--- config.mk ---
export PLATFORM = sky130hd
export DESIGN_NAME = xact_seq
export DESIGN_NICKNAME = d
export VERILOG_FILES = /design/src/rtl/xact_pkg.sv /design/src/rtl/xact_fifo.sv /design/src/rtl/xact_sync_edge.sv /design/src/rtl/xact_core.sv /design/src/rtl/xact_seq.sv
export SDC_FILE = /design/constraint.sdc
export NUM_CORES = 2
export LEC_CHECK = 0
export BUFFER_PORTS_ARGS = -buffer_cell sky130_fd_sc_hd__buf_2
export CAP_MARGIN = 20
export CORE_AREA = 3 3 389 391
export CTS_CLUSTER_DIAMETER = 120
export DETAILED_ROUTE_END_ITERATION = 16
export DIE_AREA = 0 0 392 394
export PLACE_DENSITY = 0.79
export SYNTH_ARGS = -nofsm -noshare
export SYNTH_HDL_FRONTEND = slang
export SYNTH_SLANG_ARGS = --single-unit
--- constraint.sdc ---
create_clock -name clk -period 28.1 [get_ports clk]
set_input_delay 5.62 -clock clk [delete_from_list [all_inputs] [get_ports clk]]
set_output_delay 5.62 -clock clk [all_outputs]
set_load 0.05 [all_outputs]
--- src/rtl/xact_pkg.sv ---
package xact_pkg;
  typedef enum logic [2:0] {
    ST_IDLE, ST_SEND, ST_IACK, ST_RREP, ST_RINT
  } xact_st_e;

  typedef enum logic [1:0] {
    DS_OK  = 2'd0,
    DS_LEN = 2'd1,
    DS_OVF = 2'd2
  } xact_ds_e;
endpackage

--- src/rtl/xact_fifo.sv ---
module xact_fifo #(
  parameter int W     = 8,
  parameter int DEPTH = 4,
  localparam int PW   = (DEPTH > 1) ? $clog2(DEPTH) : 1,
  localparam int CW   = $clog2(DEPTH + 1)
) (
  input  logic         clk,
  input  logic         rst,
  input  logic         push,
  input  logic [W-1:0] din,
  input  logic         pop,
  output logic [W-1:0] dout,
  output logic         vld,
  output logic         full
);
  logic [W-1:0]  mem [DEPTH];
  logic [PW-1:0] wp, rp;
  logic [CW-1:0] cnt;

  assign vld  = (cnt != '0);
  assign full = (cnt == CW'(DEPTH));
  assign dout = mem[rp];

  always_ff @(posedge clk) begin
    if (push) mem[wp] <= din;
  end

  always_ff @(posedge clk) begin
    if (rst) begin
      wp  <= '0;
      rp  <= '0;
      cnt <= '0;
    end else begin
      if (push) wp <= (wp == PW'(DEPTH - 1)) ? '0 : wp + PW'(1);
      if (pop)  rp <= (rp == PW'(DEPTH - 1)) ? '0 : rp + PW'(1);
      case ({push, pop})
        2'b10:   cnt <= cnt + CW'(1);
        2'b01:   cnt <= cnt - CW'(1);
        default: cnt <= cnt;
      endcase
    end
  end
endmodule

--- src/rtl/xact_sync_edge.sv ---
module xact_sync_edge #(
  parameter int STAGES = 2
) (
  input  logic clk,
  input  logic rst,
  input  logic din,
  output logic rise
);
  logic [STAGES:0] sh;

  always_ff @(posedge clk) begin
    if (rst) begin
      sh   <= '0;
      rise <= 1'b0;
    end else begin
      sh   <= {sh[STAGES-1:0], din};
      rise <= sh[STAGES-1] & ~sh[STAGES];
    end
  end
endmodule

--- src/rtl/xact_core.sv ---
module xact_core
  import xact_pkg::*;
#(
  parameter int          MAX_DATA  = 32,
  parameter logic [7:0]  IACK_OP   = 8'h78,
  parameter logic [7:0]  EVT_MASK  = 8'h10,
  parameter logic [7:0]  AUTO_MASK = 8'h04,
  localparam int DW  = 8 * MAX_DATA,
  localparam int NBW = $clog2(MAX_DATA + 2),
  localparam int LW  = $clog2(MAX_DATA + 1),
  localparam int IW  = $clog2(MAX_DATA)
) (
  input  logic           clk,
  input  logic           rst,
  input  logic           head_vld,
  input  logic [7:0]     head_op,
  input  logic [NBW-1:0] head_nd,
  input  logic [DW-1:0]  head_data,
  input  logic           head_def,
  output logic           pop,
  output logic [7:0]     tbl_op,
  input  logic [7:0]     tbl_send,
  input  logic [7:0]     tbl_recv,
  input  logic           attn_rise,
  input  logic           rej,
  output logic           link_go,
  output logic           link_dir,
  output logic [7:0]     link_tx,
  input  logic           link_ack,
  input  logic [7:0]     link_rx,
  output logic           done_valid,
  output logic [1:0]     done_status,
  output logic [LW-1:0]  done_len,
  output logic [DW-1:0]  done_data,
  output logic           irq_valid,
  output logic [LW-1:0]  irq_len,
  output logic           irq_ovf,
  output logic [DW-1:0]  irq_data,
  output logic           stray_reply
);
  xact_st_e        st;
  logic            pend, awaiting, need_lb, cur_def, lenk, ovf;
  logic [NBW-1:0]  cur_nd, di;
  logic [DW-1:0]   cur_data;
  logic [7:0]      recv_len, rlen, rc;
  logic [7:0]      rbuf [MAX_DATA];

  logic            can_start, rd_st, fin, is_defrep;
  logic [7:0]      rc1, pkt_b0;
  logic [LW-1:0]   fin_len, def_len;
  logic [DW-1:0]   base_flat, flat_n;

  // reply buffer viewed as one vector
  for (genvar j = 0; j < MAX_DATA; j++) begin : g_flat
    assign base_flat[8*j +: 8] = rbuf[j];
  end

  always_comb begin
    can_start = head_vld && !(head_def && awaiting);
    tbl_op    = head_op;
    pop       = (st == ST_IDLE) && !pend && can_start;
    rd_st     = (st == ST_RREP) || (st == ST_RINT);
    rc1       = rc + 8'd1;
    fin       = link_ack && rd_st && (lenk ? (rc1 >= rlen) : (link_rx == 8'd0));
    if (!lenk)                       fin_len = '0;
    else if (32'(rc1) > MAX_DATA)    fin_len = LW'(MAX_DATA);
    else                             fin_len = LW'(rc1);
    // include the byte arriving in this cycle
    flat_n = base_flat;
    if (lenk && 32'(rc) < MAX_DATA) flat_n[8*rc[IW-1:0] +: 8] = link_rx;
    pkt_b0    = flat_n[7:0];
    is_defrep = (fin_len != '0) && ((pkt_b0 & EVT_MASK) != 8'd0)
                && ((pkt_b0 & AUTO_MASK) == 8'd0);
    def_len   = (fin_len <= LW'(2)) ? '0 : fin_len - LW'(1);
  end

  always_ff @(posedge clk) begin
    if (link_ack && rd_st && lenk && 32'(rc) < MAX_DATA)
      rbuf[rc[IW-1:0]] <= link_rx;
  end

  always_ff @(posedge clk) begin
    if (rst) begin
      st          <= ST_IDLE;
      pend        <= 1'b0;
      awaiting    <= 1'b0;
      need_lb     <= 1'b0;
      cur_def     <= 1'b0;
      lenk        <= 1'b0;
      ovf         <= 1'b0;
      cur_nd      <= '0;
      di          <= '0;
      cur_data    <= '0;
      recv_len    <= '0;
      rlen        <= '0;
      rc          <= '0;
      link_go     <= 1'b0;
      link_dir    <= 1'b0;
      link_tx     <= '0;
      done_valid  <= 1'b0;
      done_status <= DS_OK;
      done_len    <= '0;
      done_data   <= '0;
      irq_valid   <= 1'b0;
      irq_len     <= '0;
      irq_ovf     <= 1'b0;
      irq_data    <= '0;
      stray_reply <= 1'b0;
    end else begin
      link_go    <= 1'b0;
      done_valid <= 1'b0;
      irq_valid  <= 1'b0;
      if (attn_rise) pend <= 1'b1;
      if (rej) begin
        done_valid  <= 1'b1;
        done_status <= DS_LEN;
        done_len    <= '0;
        done_data   <= '0;
      end
      unique case (st)
        ST_IDLE: begin
          if (pend) begin
            pend     <= attn_rise;
            link_go  <= 1'b1;
            link_dir <= 1'b1;
            link_tx  <= IACK_OP;
            st       <= ST_IACK;
          end else if (can_start) begin
            cur_nd   <= head_nd;
            cur_data <= head_data;
            cur_def  <= head_def;
            need_lb  <= ($signed(tbl_send) < 0);
            recv_len <= tbl_recv;
            di       <= '0;
            link_go  <= 1'b1;
            link_dir <= 1'b1;
            link_tx  <= head_op;
            st       <= ST_SEND;
          end
        end
        ST_SEND: if (link_ack) begin
          if (need_lb) begin
            need_lb  <= 1'b0;
            link_go  <= 1'b1;
            link_tx  <= 8'(cur_nd);
          end else if (di < cur_nd) begin
            di       <= di + NBW'(1);
            link_go  <= 1'b1;
            link_tx  <= cur_data[8*di +: 8];
          end else if (recv_len == 8'd0) begin
            st <= ST_IDLE;
            if (cur_def) awaiting <= 1'b1;
            else begin
              done_valid  <= 1'b1;
              done_status <= DS_OK;
              done_len    <= '0;
              done_data   <= '0;
            end
          end else begin
            lenk     <= !recv_len[7];
            rlen     <= recv_len;
            rc       <= '0;
            ovf      <= !recv_len[7] && (32'(recv_len) > MAX_DATA);
            link_go  <= 1'b1;
            link_dir <= 1'b0;
            link_tx  <= '0;
            st       <= ST_RREP;
          end
        end
        ST_IACK: if (link_ack) begin
          lenk     <= 1'b0;
          rc       <= '0;
          ovf      <= 1'b0;
          link_go  <= 1'b1;
          link_dir <= 1'b0;
          link_tx  <= '0;
          st       <= ST_RINT;
        end
        ST_RREP, ST_RINT: if (link_ack) begin
          if (fin) begin
            st <= ST_IDLE;
            if (st == ST_RREP) begin
              done_valid  <= 1'b1;
              done_status <= ovf ? DS_OVF : DS_OK;
              done_len    <= fin_len;
              done_data   <= flat_n;
            end else if (is_defrep) begin
              if (awaiting) begin
                awaiting    <= 1'b0;
                done_valid  <= 1'b1;
                done_status <= DS_OK;
                done_len    <= def_len;
                done_data   <= (def_len == '0) ? '0 : (flat_n >> 8);
              end else begin
                stray_reply <= 1'b1;
              end
            end else begin
              irq_valid <= 1'b1;
              irq_len   <= fin_len;
              irq_ovf   <= ovf;
              irq_data  <= flat_n;
            end
          end else begin
            if (!lenk) begin
              lenk <= 1'b1;
              rlen <= link_rx;
              ovf  <= (32'(link_rx) > MAX_DATA);
            end else begin
              rc <= rc1;
            end
            link_go  <= 1'b1;
            link_dir <= 1'b0;
          end
        end
        default: st <= ST_IDLE;
      endcase
    end
  end
endmodule

--- src/rtl/xact_seq.sv ---
module xact_seq #(
  parameter int         MAX_DATA    = 32,
  parameter int         QDEPTH      = 4,
  parameter int         SYNC_STAGES = 2,
  parameter logic [7:0] IACK_OP     = 8'h78,
  parameter logic [7:0] EVT_MASK    = 8'h10,
  parameter logic [7:0] AUTO_MASK   = 8'h04,
  localparam int DW  = 8 * MAX_DATA,
  localparam int NBW = $clog2(MAX_DATA + 2),
  localparam int LW  = $clog2(MAX_DATA + 1),
  localparam int EW  = 1 + NBW + 8 + DW
) (
  input  logic           clk,
  input  logic           rst,
  input  logic           req_valid,
  output logic           req_ready,
  input  logic [7:0]     req_op,
  input  logic [NBW-1:0] req_nbytes,
  input  logic [DW-1:0]  req_data,
  input  logic           req_deferred,
  output logic [7:0]     chk_op,
  input  logic [7:0]     chk_send,
  output logic [7:0]     tbl_op,
  input  logic [7:0]     tbl_send,
  input  logic [7:0]     tbl_recv,
  input  logic           attn,
  output logic           link_go,
  output logic           link_dir,
  output logic [7:0]     link_tx,
  input  logic           link_ack,
  input  logic [7:0]     link_rx,
  output logic           done_valid,
  output logic [1:0]     done_status,
  output logic [LW-1:0]  done_len,
  output logic [DW-1:0]  done_data,
  output logic           irq_valid,
  output logic [LW-1:0]  irq_len,
  output logic           irq_ovf,
  output logic [DW-1:0]  irq_data,
  output logic           stray_reply
);
  logic          q_full, q_vld, q_pop, q_push, rej, bad, attn_rise, take;
  logic [EW-1:0] q_din, q_dout;

  assign chk_op    = req_op;
  assign req_ready = !q_full && !link_ack;
  assign take      = req_valid && req_ready;
  assign bad       = (req_nbytes == '0) || (32'(req_nbytes) > MAX_DATA + 1) ||
                     (($signed(chk_send) >= 0) &&
                      (32'(req_nbytes) != 32'(chk_send) + 32'd1));
  assign q_push    = take && !bad;
  assign rej       = take && bad;
  assign q_din     = {req_deferred, req_nbytes - NBW'(1), req_op, req_data};

  xact_fifo #(.W(EW), .DEPTH(QDEPTH)) u_q (
    .clk(clk), .rst(rst), .push(q_push), .din(q_din), .pop(q_pop),
    .dout(q_dout), .vld(q_vld), .full(q_full)
  );

  xact_sync_edge #(.STAGES(SYNC_STAGES)) u_attn (
    .clk(clk), .rst(rst), .din(attn), .rise(attn_rise)
  );

  xact_core #(
    .MAX_DATA(MAX_DATA), .IACK_OP(IACK_OP),
    .EVT_MASK(EVT_MASK), .AUTO_MASK(AUTO_MASK)
  ) u_core (
    .clk(clk), .rst(rst),
    .head_vld(q_vld),
    .head_op(q_dout[DW +: 8]),
    .head_nd(q_dout[DW+8 +: NBW]),
    .head_data(q_dout[DW-1:0]),
    .head_def(q_dout[EW-1]),
    .pop(q_pop),
    .tbl_op(tbl_op), .tbl_send(tbl_send), .tbl_recv(tbl_recv),
    .attn_rise(attn_rise), .rej(rej),
    .link_go(link_go), .link_dir(link_dir), .link_tx(link_tx),
    .link_ack(link_ack), .link_rx(link_rx),
    .done_valid(done_valid), .done_status(done_status),
    .done_len(done_len), .done_data(done_data),
    .irq_valid(irq_valid), .irq_len(irq_len), .irq_ovf(irq_ovf),
    .irq_data(irq_data), .stray_reply(stray_reply)
  );
endmodule

Yosys cells after proc, flatten, opt, wreduce, memory -nomap -nowiden
Memory sizes are Yosys's and may differ from the RTL's. A register that Yosys moved wholly into a read port is not among the register bits.
Cells that the tools add are included.
{"block": "word_totals", "regBits": 852, "ram_bits": 1340, "input_bits": 308, "out_inout_bits": 557, "memories": 2}
{"name": "u_q.mem", "depth": 4, "word_bits": 271, "rd": 1, "rd_clocked_by_memory_dff": 1, "wr": 1, "line_no": "xact_fifo.sv:16", "source": "logic [W-1:0] mem [DEPTH];"}
{"name": "u_core.rbuf", "depth": 32, "word_bits": 8, "rd": 32, "rd_clocked_by_memory_dff": 0, "wr": 1, "line_no": "xact_core.sv:46", "source": "logic [7:0] rbuf [MAX_DATA];"}
{"block": "op_classes", "addsub": 10, "order_cmp": 10, "eq_ne": 29, "shifts": 3, "n_mux": 156, "bitwise": 9, "n_reduce_logical": 55}
{"op": "2-to-1 mux 256 bit", "n": 12}
{"op": "one-hot mux 256 bit (2 select lines)", "n": 1}
{"op": "bitwise mux 256 bit", "n": 1}
{"op": "variable shift 8 x 34 -> 256 bit, first input constant", "n": 1}
{"op": "indexed part select 256 x 10 -> 8 bit", "n": 1}
{"op": "indexed part select 8 x 34 -> 256 bit", "n": 1}
{"op": "2-to-1 mux 248 bit", "n": 1}
{"op": "2-to-1 mux 8 bit", "n": 20}
{"op": "2-to-1 mux 6 bit", "n": 19}
{"op": "2-to-1 mux 1 bit", "n": 62}
{"op": "one-hot mux 8 bit (3 select lines)", "n": 2}
{"op": "2-to-1 mux 2 bit", "n": 17}
{"op": "negator 8 -> 34 bit", "n": 1}
{"op": "AND reduction 9 bit", "n": 3}
{"op": "> comparator 8 x 6 -> 1 bit, second input constant", "n": 3}
{"op": "logical NOT 8 bit", "n": 3}
{"op": "2-to-1 mux 3 bit", "n": 8}
{"op": "one-hot mux 6 bit (2 select lines)", "n": 2}
{"op": "inequality test 2 bit, second input constant", "n": 10}
{"op": "logical AND 1 bit", "n": 17}
{"op": "one-hot mux 8 bit (2 select lines)", "n": 1}
{"op": "AND reduction 8 bit", "n": 2}
{"op": "inequality test 2 x 1 -> 1 bit, second input constant", "n": 7}
{"op": "logical NOT 6 bit", "n": 2}
{"op": "other kinds (45)", "n": 75}

Depth between registers and ports, before layout
{"block": "depth", "ltp_word": 14, "mapped_depth": 18}

Cells and area by module
Synthesis repeated with hierarchy kept, for this count alone.
{"block": "unflattened", "hier_cells": 6690, "hier_area_um2": 88904.0}
{"mod": "xact_core", "n_inst": 1, "cells_each": 5160, "area_per_inst_um2": 48831.8, "seq_area_each_um2": 24523.5}
{"mod": "xact_fifo", "n_inst": 1, "cells_each": 1459, "area_per_inst_um2": 39515.4, "seq_area_each_um2": 32731.4}
{"mod": "xact_seq", "n_inst": 1, "cells_each": 63, "area_per_inst_um2": 445.4, "seq_area_each_um2": 0.0}
{"mod": "xact_sync_edge", "n_inst": 1, "cells_each": 8, "area_per_inst_um2": 111.4, "seq_area_each_um2": 80.1}

Worst setup path after synthesis
No wires, ideal clock.
{"block": "synth_timing", "path_kind": "input -> register", "from": "in chk_send[0]", "to": "mem u_q.mem[0][0] in the netlist's numbering (enable)", "setup_time_ns": 0.667, "arrival_time_ns": 13.519, "required_time_ns": 27.433, "setup_slack_ns": 13.914, "cell_stages": 8, "path_buffers": 0, "path_cell_list": "ha_1 and2_1 a2111oi_0 a211oi_1 nor4_1 nor2_1 nor3b_1 and2_1"}
{"block": "synth_via", "elab_chain_cells": 8}
{"element": "start, declared", "line_no": "xact_seq.sv:22", "source": "input logic [7:0] chk_send,"}
{"element": "adder 8 x 1 -> 9 bit", "line_no": "xact_seq.sv:50", "source": "(32'(req_nbytes) != 32'(chk_send) + 32'd1));"}
{"element": "inequality test 6 x 9 -> 1 bit", "line_no": "xact_seq.sv:50"}
{"element": "logical AND 1 bit (*)", "line_no": "xact_seq.sv:49", "source": "(($signed(chk_send) >= 0) &&"}
{"element": "logical OR 1 bit (*)", "line_no": "xact_seq.sv:48", "source": "assign bad = (req_nbytes == '0) || (32'(req_nbytes) > MAX_DATA + 1) ||"}
{"element": "logical NOT 1 bit (*)", "line_no": "xact_seq.sv:51", "source": "assign q_push = take && !bad;"}
{"element": "logical AND 1 bit (*)", "line_no": "xact_seq.sv:51"}
{"element": "2-to-1 mux 1 bit (*)", "line_no": "xact_fifo.sv:25", "source": "if (push) mem[wp] <= din;"}
{"element": "2-to-1 mux 1 bit (implied by the code) (*)", "line_no": "xact_fifo.sv:25"}
{"element": "end, declared", "line_no": "xact_fifo.sv:16"}
Every way passes the cells marked *; elsewhere a longest branch is shown, timed or not.

Worst setup path after layout
{"block": "layout_timing", "from": "in link_ack", "to": "out req_ready"}
{"block": "layout_via", "elab_chain_cells": 2}
{"element": "start, declared", "line_no": "xact_seq.sv:30", "source": "input logic link_ack,"}
{"element": "logical NOT 1 bit", "line_no": "xact_seq.sv:46", "source": "assign req_ready = !q_full && !link_ack;"}
{"element": "logical AND 1 bit", "line_no": "xact_seq.sv:46"}
{"element": "end, declared", "line_no": "xact_seq.sv:16", "source": "output logic req_ready,"}
Every way passes these cells.

==> results by group <==
STA
  – Setup_tns: 0 ns
  – Fmax: 84.3 MHz
  – Clock Skews: 0.0836 ns
  – Slew Limit Fails: 0
  – Worst-margin pin slew: 1.49 ns
  – Period utilisation layout: 0.422
  – Min Tclk post-route: 11.87 ns
  – Unrepaired setup endpoints after global routing: no
  – Max_slew headroom: 0.00695
  – Final Setup Violations: 0
  – Hold Vio Cnt, Final: 0

Placed design
  – Final RePlAce weighted congestion: 0.970
  – DP HPWL: 195,000 um
  – Placed instance count: 9,232
  – PortBufs: 857
  – DP Area: 94,300 um^2

Detailed routing
  – ANT nets after route: 0
  – Met3 WL post-DR: 38,000 um
  – Final wirelength: 300,000 um
  – Initial drt markers: 8,728
  – Met1 wire length: 101,000 um
  – Met2 WL post-DR: 136,000 um
  – Highest Signal Layer: met5
  – Drt first pass iters: 9
  – Vias: 64,939
  – Vias per inst: 6.69
  – # DRC: 0
  – Wire length per cell: 30.9 um

Synthesis
  – Xor/xnor cell area share of the yosys netlist: 0.00275
  – Multiplexer share of the synthesized area: 0.109
  – Complex-gate fraction of the synthesized area: 0.122
  – Area share of and/or/nand/nor cells after synthesis: 0.0874
  – Synthesized area: 88,700 um^2
  – Mapped Nets: 7,209
  – EDFF count, synth: 1,340
  – Synthesis warning total: 0
  – Mapped Avg Cell Area: 12.9 um^2
  – Register bit count reported by yosys: 2,194
  – Post-synth ARST share: 0
  – Synth Instances: 6,869
  – Post-synth top flop: edfxtp_1
  – Post-synthesis sequential area ratio: 0.646
  – Post-synthesis adder-cell area fraction: 0.00460
  – Post-synthesis cell type count: 101
  – Largest family of logic cells by synthesized area: compound AO/OA/AOI/OAI gates

Pwr
  – Part of the power in registers: 0.463
  – Comb pwr share: 0.180
  – NetSw: 0.00235 W
  – Worst vdd ir: 91.7 uV
  – Clock power share: 0.357
  – Lkg Pwr: 35.2 nW
  – Int Power: 0.00567 W
  – Switch share: 0.293
  – Power per cell area: 78.8 nW/um^2
  – Total Power: 0.00802 W

Clock network
  – Post-CTS Hold Buffers: 0
  – CTS Buf Count: 209
  – Post-CTS Setup Bufs: 0
  – Post-CTS sizing: 0
  – CTS tree: built
  – Clock slew at reported path FFs: 0.06 ns
  – CTS H-tree depth: 4
  – CTS Sinks: 2,194
  – Root buf cell: clkbuf_16
  – Clock Latency Late Sink: 0.85 ns
  – Deepest clock path buffer count: 3

Floorplan
  – Initial Utilization: 0.600
  – FP Rows: 141
  – Die W: 392 um
  – Die ar.: 154,000 um^2
  – Core area: 148,000 um^2
  – IO Count: 865
  – DIE HEIGHT: 394 um

Worst setup path
  – CP peak stage delay: 0.29 ns
  – Cell mode on critical path: buf_2
  – Worst Setup Path Type: input port to output port
  – Worst Setup Start Kind: input port
  – Worst-path maximum fanout: 8
  – Critical path required time: 22.48 ns
  – Crit path cell chain: buf_2 > a21oi_1 > buf_2
  – Crit end category: output port
  – CP max stage cell: buf_2
  – Arr. time, crit path: 6.25 ns

Cells and area
  – Area Growth Syn to Fin: 14.6%
  – Most common cell after layout, fill and taps aside: edfxtp_1
  – Layout cells sized above 1: 0.229
  – Most frequent cells in the layout: edfxtp_1 (1,340), buf_2 (859), dfxtp_1 (850)
  – Fillers: 9,964
  – Cell area after layout: 102,000 um^2
  – Final-stage net count: 7,862
  – Finished Layout Cells: 9,711

Global routing
  – Vias in the first global route: 61,701
  – First-pass GRT wire length: 427,000 um
  – Global-route usage over all layers: 0.378
  – Antenna violations before repair: 101
  – GRT overflow: 0
  – Pin count of the biggest net entering global routing: 254

Status
  – Status: finished clean

Worst hold path
  – Hold Path Class: register to register

Flow run
  – Max Cap Viol: 0
==> final cells by class <==
type                       count  area [um^2]  area share
inverter                      48          188     0.00185
multi-input combinational   4078        29100       0.286
clock inverter                98         1070      0.0105
tap                         1930         2410      0.0237
clock buffer                 301         5980      0.0588
antenna                       71          178     0.00175
sequential                  2194        57400       0.564
timing repair buffer         991         5430      0.0534
==> metrics by stage <==
step                hold WS (ns)  utilization  worst slack, ns
floorplan                  0.367            -            13.91
CTS                        0.394        0.686            16.23
global placement           0.372        0.638            16.24
finish                     0.394        0.688            16.23
detailed placement         0.386        0.638            16.23
global route               0.409        0.687            16.19
==> kinds of logic after synthesis <==
| group | count (synthesis) |
|---|---|
| buffers and inverters | 597 |
| flip-flops | 2194 |
| XOR/XNOR | 27 |
| multiplexers | 572 |
| AO/OA/AOI/OAI | 1644 |
| adder cells (fa/ha/maj) | 32 |
| AND/OR/NAND/NOR | 1803 |
==> routing by layer <==
layer,vias up,GRT usage
met2,4624,0.577
met4,54,0.253
met1,31766,0.460
met5,-,0
met3,1061,0.121
li1,27434,-
==> power by group through the flow <==
stage | clock network (W) | logic (W) | registers [W]
detailed placement | 0 | 0.00140 | 0.00377
global placement | 0 | 0.00136 | 0.00376
global route | 0.00299 | 0.00155 | 0.00372
floorplan | 0 | 0.000988 | 0.00374
finish | 0.00286 | 0.00145 | 0.00371
CTS | 0.00287 | 0.00142 | 0.00371
==> cells in the mapped netlist (18+ instances only) <==
| master | count | share of area |
|---|---|---|
| mux4_2 | 315 | 0.080 |
| o221ai_1 | 103 | 0.010 |
| edfxtp_1 | 1340 | 0.45 |
| nand4_1 | 18 | 0.0013 |
| mux2_2 | 37 | 0.0047 |
| ha_1 | 31 | 0.0044 |
| o31ai_1 | 41 | 0.0035 |
| o211ai_1 | 37 | 0.0031 |
| a21o_1 | 33 | 0.0028 |
| nand2_1 | 826 | 0.035 |
| mux2i_1 | 220 | 0.025 |
| o21ai_0 | 179 | 0.010 |
| o22ai_1 | 52 | 0.0037 |
| clkbuf_1 | 401 | 0.017 |
| nor2_1 | 573 | 0.024 |
| a211oi_1 | 299 | 0.025 |
| dfxtp_1 | 854 | 0.19 |
| buf_2 | 85 | 0.0048 |
| and2_1 | 54 | 0.0038 |
| buf_1 | 34 | 0.0014 |
| buf_4 | 20 | 0.0017 |
| a21oi_1 | 628 | 0.035 |
| o21a_1 | 23 | 0.0019 |
| or3_1 | 24 | 0.0017 |
| inv_1 | 46 | 0.0019 |
| a31oi_1 | 33 | 0.0023 |
| and3_1 | 69 | 0.0049 |
| a22oi_1 | 23 | 0.0019 |
| nand3_1 | 64 | 0.0036 |
| nor3_1 | 90 | 0.0051 |
| a221o_1 | 64 | 0.0072 |
==> registers in the layout (all words and copies together) (netlist names), 2 cells and up, named ones only <==
| signal | count |
|---|---|
| u_core.cur_nd | 6 |
| u_core.rlen | 8 |
| u_core.st | 3 |
| u_core.rc | 8 |
| u_core.rbuf | 256 |
| u_attn.sh | 3 |
| u_core.link_tx | 8 |
| u_core.done_status | 2 |
| u_q.wp | 2 |
| u_core.recv_len | 8 |
| u_q.mem | 1084 |
| u_core.di | 6 |
| u_q.rp | 2 |
| u_core.irq_len | 6 |
| u_core.done_len | 6 |
| u_core.cur_data | 256 |
| u_q.cnt | 3 |
| u_core.irq_data | 256 |
| u_core.done_data | 256 |
==> worst paths after layout <==
kind / from / end / slack [ns] / depth (start not counted)
min: u_attn.sh[2]$_SDFF_PP0_ / u_attn.rise$_SDFF_PP0_ / 0.39 / 1
min reg2reg: u_attn.sh[2]$_SDFF_PP0_ / u_attn.rise$_SDFF_PP0_ / 0.39 / 1
max reg2reg: u_core.rc[0]$_SDFFE_PP0P_ / u_core.done_data[136]$_SDFF_PP0_ / 20.72 / 15
max: link_ack / req_ready / 16.23 / 3
==> critical path: cells and delay by family <==
kind	cells	cell delay (ns)
buffers and inverters	2	0.48
AO/OA/AOI/OAI	1	0.15
Power figures use the tool's default switching activity.
